`src/rtl/burst_write_master.sv`:
```
module burst_write_master #(
  parameter int ADDR_W    = 32,
  parameter int DATA_W    = 32,
  parameter int LEN_W     = 16,
  parameter int MAX_BURST = 2,
  localparam int BSH  = $clog2(DATA_W/8),
  localparam int MSH  = $clog2(MAX_BURST),
  localparam int BC_W = $clog2(MAX_BURST) + 1,
  localparam int FC_W = $clog2(MAX_BURST + 1)
) (
  input  logic              clk,
  input  logic              rst_n,
  input  logic              cmd_valid,
  output logic              cmd_ready,
  input  logic [ADDR_W-1:0] cmd_addr,
  input  logic [LEN_W-1:0]  cmd_bytes,
  input  logic              din_valid,
  output logic              din_ready,
  input  logic [DATA_W-1:0] din_data,
  output logic [ADDR_W-1:0] mem_addr,
  output logic              mem_write,
  output logic [DATA_W-1:0] mem_wdata,
  output logic [BC_W-1:0]   mem_burst,
  input  logic              mem_wait,
  output logic              blk_done
);

  typedef enum logic [1:0] {S_IDLE, S_PLAN, S_BURST, S_DONE} state_t;

  state_t             state;
  logic [ADDR_W-1:0]  addr_q;
  logic [LEN_W-1:0]   words_q;
  logic [BC_W-1:0]    len_q;
  logic [BC_W-1:0]    beat_q;

  logic [DATA_W-1:0]  buf_mem [MAX_BURST];
  logic [MSH-1:0]     wp, rp;
  logic [FC_W-1:0]    fcnt;

  logic [MSH-1:0]     align;
  logic [BC_W-1:0]    room, next_len;
  logic               push, pop, start, last_beat;
  logic [LEN_W-1:0]   cmd_words;

  assign cmd_ready = (state == S_IDLE);
  assign blk_done  = (state == S_DONE);
  assign mem_write = (state == S_BURST);
  assign mem_addr  = addr_q;
  assign mem_burst = len_q;
  assign mem_wdata = buf_mem[rp];

  assign din_ready = (fcnt != FC_W'(MAX_BURST)) && !(mem_write && mem_wait);
  assign push      = din_valid && din_ready;
  assign pop       = mem_write && !mem_wait;

  assign align     = addr_q[BSH +: MSH];
  assign room      = BC_W'(MAX_BURST) - BC_W'(align);
  assign next_len  = (words_q < LEN_W'(room)) ? BC_W'(words_q) : room;
  assign start     = (state == S_PLAN) && (FC_W'(next_len) <= fcnt);
  assign last_beat = pop && (beat_q == len_q - 1'b1);
  assign cmd_words = cmd_bytes >> BSH;

  always_ff @(posedge clk or negedge rst_n) begin
    if (!rst_n) begin
      wp   <= '0;
      rp   <= '0;
      fcnt <= '0;
    end else begin
      if (push) wp <= wp + 1'b1;
      if (pop)  rp <= rp + 1'b1;
      fcnt <= fcnt + FC_W'(push) - FC_W'(pop);
    end
  end

  always_ff @(posedge clk) begin
    if (push) buf_mem[wp] <= din_data;
  end

  always_ff @(posedge clk or negedge rst_n) begin
    if (!rst_n) begin
      state   <= S_IDLE;
      addr_q  <= '0;
      words_q <= '0;
      len_q   <= BC_W'(1);
      beat_q  <= '0;
    end else begin
      case (state)
        S_IDLE: if (cmd_valid) begin
          addr_q  <= {cmd_addr[ADDR_W-1:BSH], {BSH{1'b0}}};
          words_q <= cmd_words;
          state   <= (cmd_words == '0) ? S_DONE : S_PLAN;
        end
        S_PLAN: if (start) begin
          len_q  <= next_len;
          beat_q <= '0;
          state  <= S_BURST;
        end
        S_BURST: if (pop) begin
          beat_q <= beat_q + 1'b1;
          if (last_beat) begin
            addr_q  <= addr_q + (ADDR_W'(len_q) << BSH);
            words_q <= words_q - LEN_W'(len_q);
            state   <= (words_q == LEN_W'(len_q)) ? S_DONE : S_PLAN;
          end
        end
        default: state <= S_IDLE;
      endcase
    end
  end

endmodule


```
`config.mk`:
```
export PLATFORM = sky130hd
export DESIGN_NAME = burst_write_master
export DESIGN_NICKNAME = d
export VERILOG_FILES = /design/src/rtl/burst_write_master.sv
export SDC_FILE = /design/constraint.sdc
export NUM_CORES = 1
export LEC_CHECK = 0
export BUFFER_PORTS_ARGS = -buffer_cell sky130_fd_sc_hd__buf_4
export CORE_UTILIZATION = 55
export DETAILED_ROUTE_END_ITERATION = 10
export PLACE_DENSITY = 0.83
export SYNTH_ARGS = -nofsm -noshare
export SYNTH_HDL_FRONTEND = slang
export SYNTH_SLANG_ARGS = --single-unit
```
`constraint.sdc`:
```
create_clock -name clk -period 5.1 [get_ports clk]
set_clock_uncertainty 0.1 [all_clocks]
set_input_delay 0 -clock clk [delete_from_list [all_inputs] [get_ports clk]]
set_output_delay 0 -clock clk [all_outputs]
set_load 0.005 [all_outputs]
```
After elaboration in Yosys (flattened, before gate mapping)
Memories as Yosys holds them, arrays and structs flattened.
Cells that the tools add are included.
{ "totals": {"elab_cells": 67, "ram_bits": 64, "out_inout_bits": 70, "input_bits": 85, "memories": 1, "ff_bits": 58} }
{ "mem_list": {"columns": ["name", "depth", "width", "rd", "rd_ports_with_merged_regs", "wr", "line", "text"], "rows": [
  ["buf_mem", 2, 32, 1, 0, 1, "36", "logic [DATA_W-1:0] buf_mem [MAX_BURST];"]
]} }
{ "op_classes": {"n_mux": 21, "addsub": 9, "n_reduce_logical": 16, "order_cmp": 2, "eq_ne": 10} }
{ "ops": {"columns": ["op", "count"], "rows": [
  ["32-bit two-way mux", 3],
  ["32-bit case mux with 2 select lines", 1],
  ["16-bit two-way mux", 3],
  ["32-bit by 4-bit adder with 32-bit output", 1],
  ["16-bit case mux with 2 select lines", 1],
  ["2-bit two-way mux", 9],
  ["16-bit by 2-bit == test with 1-bit output", 1],
  ["16-bit logical NOT", 1],
  ["16-bit by 2-bit less-than comparator with 1-bit output", 1],
  ["16-bit by 2-bit subtractor with 16-bit output", 1],
  ["4-bit AND reduction", 2],
  ["1-bit logical AND", 6],
  ["2-bit inequality test (second input constant)", 3],
  ["2-bit case mux with 3 select lines", 1],
  ["2-bit == test (second input constant)", 2],
  ["2-bit by 1-bit inequality test with 1-bit output (second input constant)", 2],
  ["2-bit case mux with 2 select lines", 1],
  ["2-bit nonzero test", 2],
  ["3-bit AND reduction", 1],
  ["1-bit adder (second input constant)", 2],
  ["2-bit by 1-bit adder with 2-bit output", 1],
  ["2-bit by 1-bit adder with 2-bit output (second input constant)", 1],
  ["2-bit by 1-bit == test with 1-bit output (second input constant)", 1],
  ["2-bit == test", 1],
  ["other kinds (8)", 10]
]} }

Depth between registers and ports, before layout
Gate-level depths: netlist of run 1.
{ "logic_depth": {"depth_word": 7, "mapped_depth": 10} }

Worst setup path after synthesis of run 1
Ideal clock, no wire load.
{ "synth_timing": {"path_type": "register to register", "startpoint": "register state[0]", "endpoint": "memory buf_mem[0][0], enable pin", "slack_ns": 2.091, "path_buffers": 1, "arrival_ns": 2.487, "stages_incl_launch_ff": 7, "required_time_ns": 4.579, "path_cell_list": "dfrtp_1 nand2b_1 inv_1 clkbuf_1 a2bb2oi_1 nand2_1 nor2_1"} }
{ "synth_via": {"elab_chain_len": 7} }
{ "synth_lines": {"columns": ["item", "line", "text"], "rows": [
  ["start, declared", "30", "state_t state;"],
  ["start signal, assigned", "91", "state <= (cmd_words == '0) ? S_DONE : S_PLAN;"],
  ["start signal, assigned", "103", "state <= (words_q == LEN_W'(len_q)) ? S_DONE : S_PLAN;"],
  ["2-bit == test", "47", "assign mem_write = (state == S_BURST);"],
  ["1-bit logical AND", "52", "assign din_ready = (fcnt != FC_W'(MAX_BURST)) && !(mem_write && mem_wait);"],
  ["1-bit logical NOT", "52", null],
  ["1-bit logical AND", "52", null],
  ["named net din_ready", "18", "output logic din_ready,"],
  ["1-bit logical AND", "53", "assign push = din_valid && din_ready;"],
  ["1-bit two-way mux", "76", "if (push) buf_mem[wp] <= din_data;"],
  ["1-bit two-way mux (implied by the code)", "76", null],
  ["end, declared", "36", null]
]} }
The timed path passes the listed nets, and every way through them passes these cells.

Final worst setup path of run 1
{ "layout_timing": {"startpoint": "register words_q[4]", "endpoint": "register len_q[1], in the netlist mem_burst[1]"} }
{ "layout_via": {"elab_chain_len": 5} }
{ "layout_lines": {"columns": ["item", "line", "text"], "rows": [
  ["start, declared", "32", "logic [LEN_W-1:0] words_q;"],
  ["start signal, assigned", "90", "words_q <= cmd_words;"],
  ["start signal, assigned", "102", "words_q <= words_q - LEN_W'(len_q);"],
  ["16-bit by 2-bit less-than comparator with 1-bit output *", "58", "assign next_len = (words_q < LEN_W'(room)) ? BC_W'(words_q) : room;"],
  ["2-bit two-way mux *", "58", null],
  ["named net next_len[1]", "41", "logic [BC_W-1:0] room, next_len;"],
  ["2-bit less-or-equal comparator", "59", "assign start = (state == S_PLAN) && (FC_W'(next_len) <= fcnt);"],
  ["1-bit logical AND", "59", null],
  ["2-bit AND reduction (no line)", null, null],
  ["end signal, assigned", "94", "len_q <= next_len;"],
  ["end, declared", "33", "logic [BC_W-1:0] len_q;"]
]} }
The timed path passes the listed nets; every way through them passes the cells marked *.
A chain may end at the register's enable or synchronous reset.

==> flow_metrics.tcl, run 1 <==
set metrics [dict create \
    dr.pass1.iters 5 \
    violations "negative hold slack" \
    max_slew.worst_pin.slew_ns 1.07 \
    initial_core_util_pct 56.9 \
    met1_usage_pct 38.6 \
    seq_power_share_pct 37.1 \
    netlist.area_leader.share_pct 32.6 \
    die_h_um 106 \
    p_int_uw 2890 \
    cp-start-kind "flip-flop" \
    clk_latency_ns 0.51 \
    finalHoldWorstSlack_ns -0.00520 \
    io_pins 155 \
    finalCritPeriodShare_pct 64.6 \
    cp_data_arrival_time_ns 3.59 \
    drt_iter0_drc 477 \
    r2r-end "mem_burst[1]$_DFFE_PN0P_" \
    cts_buffer_depth 2 \
    rsz0062_at_grt "no" \
    hold_buffers 80 \
    top_usage_layer "met2" \
    r2r_cells 9 \
    worstPathMaxFanout 6 \
    syn_inst 521 \
    synthesis.area_um2 5900 \
    coreArea_um2 10400 \
    nets 845 \
    routabilityCongestion 0.940 \
    drv_cap 0 \
    htree_levels 4 \
    grt_pass1_vias 5423 \
    cts.sinks 120 \
    post_cts_buffers 0 \
    netlist.top_cell.by_area "edfxtp_1" \
    min_period_ns 3.30 \
    grt_overflow 0 \
    ctsResizeCount 0 \
    synth_seq_area_share_pct 56.3 \
    insertedDiodeCount 0 \
    grt_pass1_wl_mm 27.2 \
    num_vias 5467 \
    drive_above_1_share_pct 30.7 \
    cts_buffers 17 \
    antenna_found_initial 0 \
    hold_violations 4 \
    outcome "finished with violations" \
    final_util_pct 81.6 \
    yosysUniqueCellTypes 67 \
    switching_share_pct 37.6 \
    wl_per_cell_um 19.0 \
    yosys_warnings 0 \
    ant_nets 0 \
    numPortBuffers 148 \
    use_met2_pct 53.9 \
    synth_area_leaders "edfxtp_1 33%, dfrtp_1 23%, mux2_2 6.5%" \
    routed_wl_mm 17.0 \
    pre_cts_slack_ns 1.84 \
    timing.rr.start "words_q[4]$_DFFE_PN0P_" \
    track_usage_pct 31.5 \
    dieArea_um2 11200 \
    place_area_um2 7140 \
    synthArstFlopShare_pct 46.7 \
    rows 37 \
    cts_tree "built" \
    end_kind "flip-flop" \
    cts_root_buf "clkbuf_8" \
    pwr-share-comb_pct 40.5 \
    setup_viol 0 \
    synthFlopType "edfxtp_1" \
    p_sw_uw 1740 \
    dpl.hpwl_mm 10.1 \
    ff2ff_setup_slack_ns 1.80 \
    vias_per_cell 6.09 \
    synth_seq_cells 120 \
    clockPowerShare_pct 22.4 \
    required_ns 5.39 \
    path_class "flip-flop to flip-flop" \
    power.leakage_uw 0.00343 \
    dieWidth_um 106 \
    fin_area_um2 8460 \
    grt.met3_usage_pct 7.17 \
    clock.fmax_mhz 303 \
    irDropWorstVdd_v 0.000335 \
    power_density_nw_per_um2 548 \
    slew_viol_final 0 \
    slew_headroom_pct 27.9 \
    synth_edf_count 64 \
    area_delta_synth_final_pct 43.3 \
    grt_start_max_net_pins 57 \
    min_path_type "input pin to async pin" \
    fin_setup_tns_ns 0 \
    setup_slack_ns 1.80 \
    drc 0 \
    clkTransAtPathRegs_ns 0.06 \
    avgSynthCellArea_um2 11.3 \
]
## power by group through the flow
| stage | logic [uW] | clock network (uW) | registers [uW] |
|---|---|---|---|
| floorplan | 1080 | 0 | 1630 |
| global placement | 1720 | 0 | 1680 |
| detailed placement | 1770 | 0 | 1710 |
| CTS | 1840 | 1050 | 1700 |
| global route | 2060 | 1100 | 1760 |
| finish | 1880 | 1040 | 1720 |
## cells in the final DEF, fill, tap and decap left out, types with 4 or more instances in the layout
| cell type | instances |
|---|---|
| o21ai_0 | 27 |
| a31oi_1 | 6 |
| and2_1 | 5 |
| nand4_1 | 8 |
| ha_1 | 9 |
| buf_4 | 158 |
| clkinvlp_4 | 4 |
| a32oi_1 | 4 |
| o32ai_1 | 4 |
| dlygate4sd3_1 | 80 |
| inv_1 | 18 |
| or3_1 | 6 |
| edfxtp_1 | 64 |
| and4_1 | 4 |
| xnor2_1 | 5 |
| nor2_1 | 27 |
| nand2_1 | 40 |
| or4_1 | 7 |
| clkbuf_16 | 16 |
| nor2b_1 | 6 |
| nor3_1 | 14 |
| nor4_1 | 11 |
| nand3_1 | 12 |
| nand2b_1 | 7 |
| and3_1 | 4 |
| o22a_1 | 4 |
| mux2_2 | 34 |
| o22ai_1 | 10 |
| dfrtp_1 | 55 |
| a21oi_1 | 33 |
| a21o_1 | 4 |
## logic make-up after synthesis
family	after synthesis	synth area share (%)
and+or+nand+nor	161	14.3
AOI/OAI and AO/OA	139	15.9
DFF	120	56.3
buffers and inverters	48	3.33
muxes	36	6.82
adders and majority gates	11	2.59
xor gates and xnor gates	5	0.742
other	1	0.0635
## how the worst max path moves through the flow
stage	start	endpoint	slack, ns	depth (start not counted)
after global routing	mem_burst[0]$_DFFE_PN1P_	mem_addr[28]$_DFFE_PN0P_	1.60	8
after detailed placement	words_q[4]$_DFFE_PN0P_	mem_burst[1]$_DFFE_PN0P_	1.84	9
final	words_q[4]$_DFFE_PN0P_	mem_burst[1]$_DFFE_PN0P_	1.80	9
after CTS	words_q[4]$_DFFE_PN0P_	mem_burst[1]$_DFFE_PN0P_	1.82	9
after global placement	words_q[4]$_DFFE_PN0P_	mem_burst[1]$_DFFE_PN0P_	1.91	9
after floorplan	state[0]$_DFFE_PN0P_	buf_mem[0][0]$_DFFE_PP_	2.09	6
## cell type report
type / count / area, um2
Clock buffer: 17 / 414
Clock inverter: 15 / 105
Fill cell: 594 / 1910
Inverter: 18 / 67.6
Multi-Input combinational cell: 354 / 2390
Sequential cell: 120 / 3320
Tap cell: 136 / 170
Timing Repair Buffer: 238 / 1990
## critical path, stage by stage, from the launching register on
cell      delay (ns)
dfrtp_1         0.43
or4_1           0.54
or3_1           0.37
or3_1           0.36
o21ai_2         0.17
ha_1            0.26
nor2b_1         0.13
o21ai_0         0.31
nand2b_1        0.20
mux2_2          0.31
## cell usage after synthesis (all sizes together) (6+ instances only)
library cell / n
inv: 18
or4: 7
nand4: 8
nand2: 40
a31oi: 6
or3: 6
o21ai: 31
dfrtp: 55
nor2b: 6
nor3: 15
a21oi: 33
o22ai: 10
mux2: 34
buf: 12
clkbuf: 18
nand3: 12
nor4: 12
edfxtp: 64
nor2: 29
nand2b: 7
ha: 9
## routing by layer
metal / up-vias / share of wire [%]
li1: 2446 / -
met1: 2635 / 38
met2: 336 / 50
met3: 50 / 8.9
met4: 0 / 2.2
met5: - / 0
## per-stage QoR
step / power (uW) / std cells
after floorplan: 2700 / 522
after global placement: 3400 / 786
final: 4640 / 898
after CTS: 4590 / 898
after global routing: 4910 / 898
after detailed placement: 3480 / 786
## registers in the layout, indices dropped and copies added, names as in the netlist
| register | count |
|---|---|
| wp | 1 |
| buf_mem | 64 |
| words_q | 16 |
| mem_burst | 2 |
| state | 2 |
| beat_q | 2 |
| mem_addr | 30 |
| rp | 1 |
| fcnt | 2 |
(Power assumes the default switching activity.)
==> run 2: changes to the inputs <==
Settings changed: CORE_UTILIZATION 55 to 48, PLACE_DENSITY 0.83 to 0.77.
Clock period 5.1 ns to 2.9 ns, I/O delays scaled along.
==> run 2 against run 1 <==
The run ends with negative setup slack left. Largest power group unchanged. Design area increased by 3.1%. First-iteration DRC count decreased by 3.1%. Largest cell class unchanged. Non-clock buffer count increased by 18. Via count decreased by 1.7%. Worst setup slack got worse by 1.9 ns.
==> flow_metrics.tcl, run 2 (synthesized netlist as in run 1, its figures left out) <==
set metrics [dict create \
    fin_setup_tns_ns -0.122 \
    clock.fmax_mhz 335 \
    insertedDiodeCount 0 \
    hp-start "mem_wait" \
    dpl.hpwl_mm 10.8 \
    instances_no_fill 926 \
    track_usage_pct 27.5 \
    largest_reg_flops 64 \
    power.leakage_uw 0.00358 \
    path_class "flip-flop to flip-flop" \
    io_pins 155 \
    setup_viol 2 \
    wl_per_cell_um 18.6 \
    die_h_um 113 \
    ff2ff_setup_slack_ns -0.08 \
    cp_data_arrival_time_ns 3.17 \
    nFillCells 831 \
    r2r_cells 9 \
    clk_latency_ns 0.41 \
    slew_headroom_pct 32.6 \
    min_period_ns 2.98 \
    drv_cap 0 \
    setup_slack_ns -0.0808 \
    drt_iter0_drc 462 \
    antenna_found_initial 0 \
    regMostFlops "buf_mem" \
    vias_per_cell 5.80 \
    htree_levels 4 \
    p_total_uw 8540 \
    power_density_nw_per_um2 979 \
    dieWidth_um 113 \
    cts_tree "built" \
    max_slew.worst_pin.slew_ns 1.01 \
    cts_buffer_depth 2 \
    post-place-cells 812 \
    nets 863 \
    grt_pass1_wl_mm 27.1 \
    numPortBuffers 148 \
    end_kind "flip-flop" \
    cp-start-kind "flip-flop" \
    min_path_type "input pin to flip-flop" \
    violations "negative setup slack" \
    routed_wl_mm 17.2 \
    fin_area_um2 8720 \
    rows 40 \
    final_cell_mix "175 x buf_4, 79 x dlygate4sd3_1, 64 x edfxtp_1" \
    timing.rr.start "words_q[3]$_DFFE_PN0P_" \
    drive_above_1_share_pct 33.4 \
    grt_start_max_net_pins 57 \
    worstPathMaxFanout 4 \
    grt_overflow 0 \
    routabilityCongestion 0.929 \
    required_ns 3.09 \
    grt_pass1_vias 5441 \
    min_delay_worst_endpoint "beat_q[0]$_DFFE_PN0P_" \
    dieArea_um2 12700 \
    irDropWorstVdd_v 0.000459 \
    drc 0 \
    cts_root_buf "clkbuf_16" \
    cts_buffers 17 \
    rsz0062_at_grt "yes" \
    ant_nets 0 \
    initial_core_util_pct 49.1 \
    finalHoldWorstSlack_ns 0.0271 \
    hold_violations 0 \
    num_vias 5374 \
    place_area_um2 7290 \
    mostFrequentLayoutCell "buf_4" \
    whs_path_depth 4 \
    cts.sinks 120 \
    outcome "finished with violations" \
    clkTransAtPathRegs_ns 0.05 \
    finalCritPeriodShare_pct 103 \
    r2r-end "mem_burst[1]$_DFFE_PN0P_" \
    coreArea_um2 12000 \
    dr.pass1.iters 6 \
    slew_viol_final 0 \
    area_delta_synth_final_pct 47.8 \
]
-- run 2: layer usage --
| metal | routed length [um] | GRT usage, % | vias to the layer above |
|---|---|---|---|
| met2 | 8570 | 47.0 | 262 |
| met3 | 1350 | 7.55 | 33 |
| li1 | - | - | 2479 |
| met1 | 7000 | 33.5 | 2600 |
| met4 | 307 | 10.1 | 0 |
| met5 | 0 | 0 | - |
-- run 2: stage by stage --
| step | setup WS (ns) | util (%) |
|---|---|---|
| 5_1_grt | -0.155 | 72.6 |
| 4_1_cts | -0.0390 | 71.9 |
| 3_5_place_dp | -0.0850 | 60.7 |
| 2_1_floorplan | 0.0145 | - |
| 6_report | -0.0808 | 72.6 |
| 3_3_place_gp | -0.00934 | 60.7 |
-- run 2: final cells by class --
class                           instances  area (um2)  area share, %
Sequential cell                       120        3320           38.1
Multi-Input combinational cell        354        2470           28.3
Inverter                               18        67.6          0.775
Tap cell                              147         184           2.11
Timing Repair Buffer                  256        2140           24.5
Clock inverter                         12         110           1.26
Clock buffer                           19         433           4.96
-- run 2: critical path: stages (launching register included) --
cell and delay [ns]:
dfrtp_1 0.38, or4_4 0.54, or3_4 0.37, or3_4 0.36, o21ai_4 0.17, ha_4 0.22
nor2b_2 0.15, o21ai_2 0.12, nand2b_1 0.15, mux2_2 0.30
-- run 2: power breakdown --
part	switching, uW	internal, uW	leakage [uW]
Combinational	1830	1800	0.00205
Sequential	536	2430	0.00125
Clock	711	1240	0.000272
-- run 2: what timing repair did --
| action | 4_1_cts | 5_1_grt |
|---|---|---|
| buffers inserted | 1 | 3 |
| setup endpoints to repair | 2 | 7 |
| gates resized for setup | 2 | 13 |
| endpoints found under the hold margin | 166 | 0 |
| pin swaps | 2 | 0 |
| hold buffers | 79 | 0 |
-- run 2: worst max path at each step --
| stage | startpoint | endpoint | cells past startpoint |
|---|---|---|---|
| 6_report | words_q[3]$_DFFE_PN0P_ | mem_burst[1]$_DFFE_PN0P_ | 9 |
| 5_1_grt | words_q[3]$_DFFE_PN0P_ | mem_burst[1]$_DFFE_PN0P_ | 9 |
| 4_1_cts | words_q[3]$_DFFE_PN0P_ | mem_burst[1]$_DFFE_PN0P_ | 9 |
| 3_5_place_dp | words_q[3]$_DFFE_PN0P_ | mem_burst[1]$_DFFE_PN0P_ | 9 |
| 3_3_place_gp | words_q[3]$_DFFE_PN0P_ | mem_burst[1]$_DFFE_PN0P_ | 9 |
| 2_1_floorplan | words_q[3]$_DFFE_PN0P_ | mem_burst[1]$_DFFE_PN0P_ | 9 |
==> run 3: changes to the inputs <==
==> constraint.sdc (replaced) <==
create_clock -name clk -period 2.9 [get_ports clk]
set_clock_uncertainty 0.1 [all_clocks]
set_input_delay 0.58 -clock clk [delete_from_list [all_inputs] [get_ports clk]]
set_output_delay 0.58 -clock clk [all_outputs]
set_load 0.005 [all_outputs]
==> run 3 against run 2 <==
The run still ends with negative setup slack left. Sequential share of layout area up 3.8 points. Global-route usage is 2.0 points lower. Worst setup slack improved by 0.075 ns. Via count is 6.8% lower. First-iteration DRC count up 10%. Critical path depth unchanged. Non-clock buffer count down 80. Worst hold slack improved by 0.11 ns. Total power fell by 0.41%. Fmax rose by 2.6%. Combinational power is 4% lower. Critical path type unchanged. Highest routed layer unchanged.
==> flow_metrics.tcl, run 3 (synthesized netlist as in run 1, its figures left out) <==
set metrics [dict create \
    cp-start-kind "flip-flop" \
    clk_latency_ns 0.41 \
    p_total_uw 8510 \
    cp_data_arrival_time_ns 3.10 \
    power_density_nw_per_um2 1070 \
    cp_slowest_cell "or4_4" \
    final_util_pct 66.1 \
    grt_start_max_net_pins 57 \
    irDropWorstVdd_v 0.000534 \
    drive_above_1_share_pct 36.9 \
    cts_root_buf "clkbuf_16" \
    place_area_um2 7290 \
    dieWidth_um 113 \
    drc 0 \
    vias_per_cell 5.92 \
    nFillCells 906 \
    cts_tree "built" \
    power.leakage_uw 0.00325 \
    drv_cap 0 \
    grt_pass1_vias 5002 \
    hold_buffers 0 \
    track_usage_pct 25.5 \
    cts_buffers 17 \
    grt_pass1_wl_mm 25.0 \
    pre_cts_slack_ns -0.0574 \
    dpl.hpwl_mm 10.7 \
    slew_viol_final 0 \
    min_period_ns 2.91 \
    cts_buffer_depth 2 \
    ff2ff_setup_slack_ns -0.006 \
    max_slew.worst_pin.slew_ns 0.834 \
    violations "negative setup slack" \
    dieArea_um2 12700 \
    cts.sinks 120 \
    grt_overflow 0 \
    outcome "finished with violations" \
    ant_nets 0 \
    worstPathMaxFanout 5 \
    num_vias 5008 \
    insertedDiodeCount 0 \
    dr.pass1.iters 5 \
    regMostFlops "buf_mem" \
    nets 783 \
    clock.fmax_mhz 344 \
    routed_wl_mm 15.8 \
    fin_area_um2 7940 \
    setup_viol 1 \
    r2r-end "mem_burst[1]$_DFFE_PN0P_" \
    path_buf_inv 0 \
    min_path_type "input pin to async pin" \
    numPortBuffers 148 \
    drt_iter0_drc 508 \
    rsz0062_at_grt "yes" \
    largest_reg_flops 64 \
    path_delay_family "simple AND/OR/NAND/NOR gates" \
    wl_per_cell_um 18.7 \
    clkTransAtPathRegs_ns 0.06 \
    path_class "flip-flop to flip-flop" \
    setup_slack_ns -0.00591 \
    final_cell_mix "176 x buf_4, 64 x edfxtp_1, 55 x dfrtp_1" \
    required_ns 3.10 \
    initial_core_util_pct 49.1 \
    r2r_cells 9 \
    area_delta_synth_final_pct 34.5 \
    finalCritPeriodShare_pct 100 \
    antenna_found_initial 0 \
    mostFrequentLayoutCell "buf_4" \
    slew_headroom_pct 44.4 \
    htree_levels 4 \
    hold_violations 0 \
    die_h_um 113 \
    timing.rr.start "words_q[3]$_DFFE_PN0P_" \
    cpPeakStageDelay_ns 0.53 \
    rows 40 \
    io_pins 155 \
    routabilityCongestion 0.898 \
    coreArea_um2 12000 \
    cp_cell_sequence "or4_4 > or3_4 > or3_4 > o21ai_4 > ha_4 > nor2b_4 > o21ai_4 > nand2b_4 > mux2_2" \
    end_kind "flip-flop" \
]
==> run 3: changes by cell type in the layout (fill, tap and decap cells not counted), sizes merged <==
cell / change
clkinvlp: +1
dlygate4sd3: -79
buf: -1
bufinv: +1
clkinv: -2
==> run 3: worst max-delay path by stage <==
stage / endpoint / slack [ns] / cells after the start / startpoint
3_5_place_dp: mem_burst[1]$_DFFE_PN0P_ / -0.06 / 9 / words_q[3]$_DFFE_PN0P_
3_3_place_gp: mem_burst[1]$_DFFE_PN0P_ / -0.02 / 9 / words_q[3]$_DFFE_PN0P_
5_1_grt: mem_burst[1]$_DFFE_PN0P_ / -0.07 / 9 / words_q[3]$_DFFE_PN0P_
2_1_floorplan: mem_burst[1]$_DFFE_PN0P_ / 0.01 / 9 / words_q[3]$_DFFE_PN0P_
4_1_cts: mem_burst[1]$_DFFE_PN0P_ / -0.04 / 9 / words_q[3]$_DFFE_PN0P_
6_report: mem_burst[1]$_DFFE_PN0P_ / -0.006 / 9 / words_q[3]$_DFFE_PN0P_
==> run 3: layout make-up <==
class                      count  area, um2  share of cell area [%]
tap                          147        184                    2.32
inverter                      18       67.6                   0.851
clock inverter                12        134                    1.69
multi-input combinational    354       2480                    31.2
sequential                   120       3320                    41.9
timing repair buffer         176       1320                    16.6
clock buffer                  19        433                    5.45
==> run 3: stage by stage <==
| step | TNS, ns | hold WS (ns) | instances |
|---|---|---|---|
| 3_5_place_dp | -0.107 | 0.377 | 814 |
| 4_1_cts | -0.0700 | 0.152 | 846 |
| 3_3_place_gp | -0.0235 | 0.363 | 814 |
| 6_report | -0.00591 | 0.135 | 846 |
| 2_1_floorplan | 0 | 0.184 | 522 |
| 5_1_grt | -0.197 | 0.189 | 846 |
==> run 3: power by group <==
part	internal, uW	total [uW]	switching [uW]
registers	2430	2960	530
logic	1720	3500	1780
clock network	1330	2050	723
total	5470	8510	3030
==> run 3: repair_timing <==
action / CTS / global route
setup endpoints to repair: 2 / 8
setup buffers: 1 / 1
pin swaps: 2 / 1
hold endpoints to repair: 0 / 0
gates resized for setup: 0 / 12
==> run 3: worst reg2reg max path: stages (launching register included) <==
cell      delay, ns
dfrtp_1        0.38
or4_4          0.53
or3_4          0.37
or3_4          0.36
o21ai_4        0.18
ha_4           0.23
nor2b_4        0.13
o21ai_4        0.15
nand2b_4       0.09
mux2_2         0.27
==> run 3: metal layers <==
| layer | part of all wire, % | track usage [%] |
|---|---|---|
| met2 | 47 | 40.4 |
| met3 | 7.7 | 7.87 |
| met4 | 1.9 | 11.2 |
| met1 | 43 | 32.6 |
| met5 | 0 | 0 |
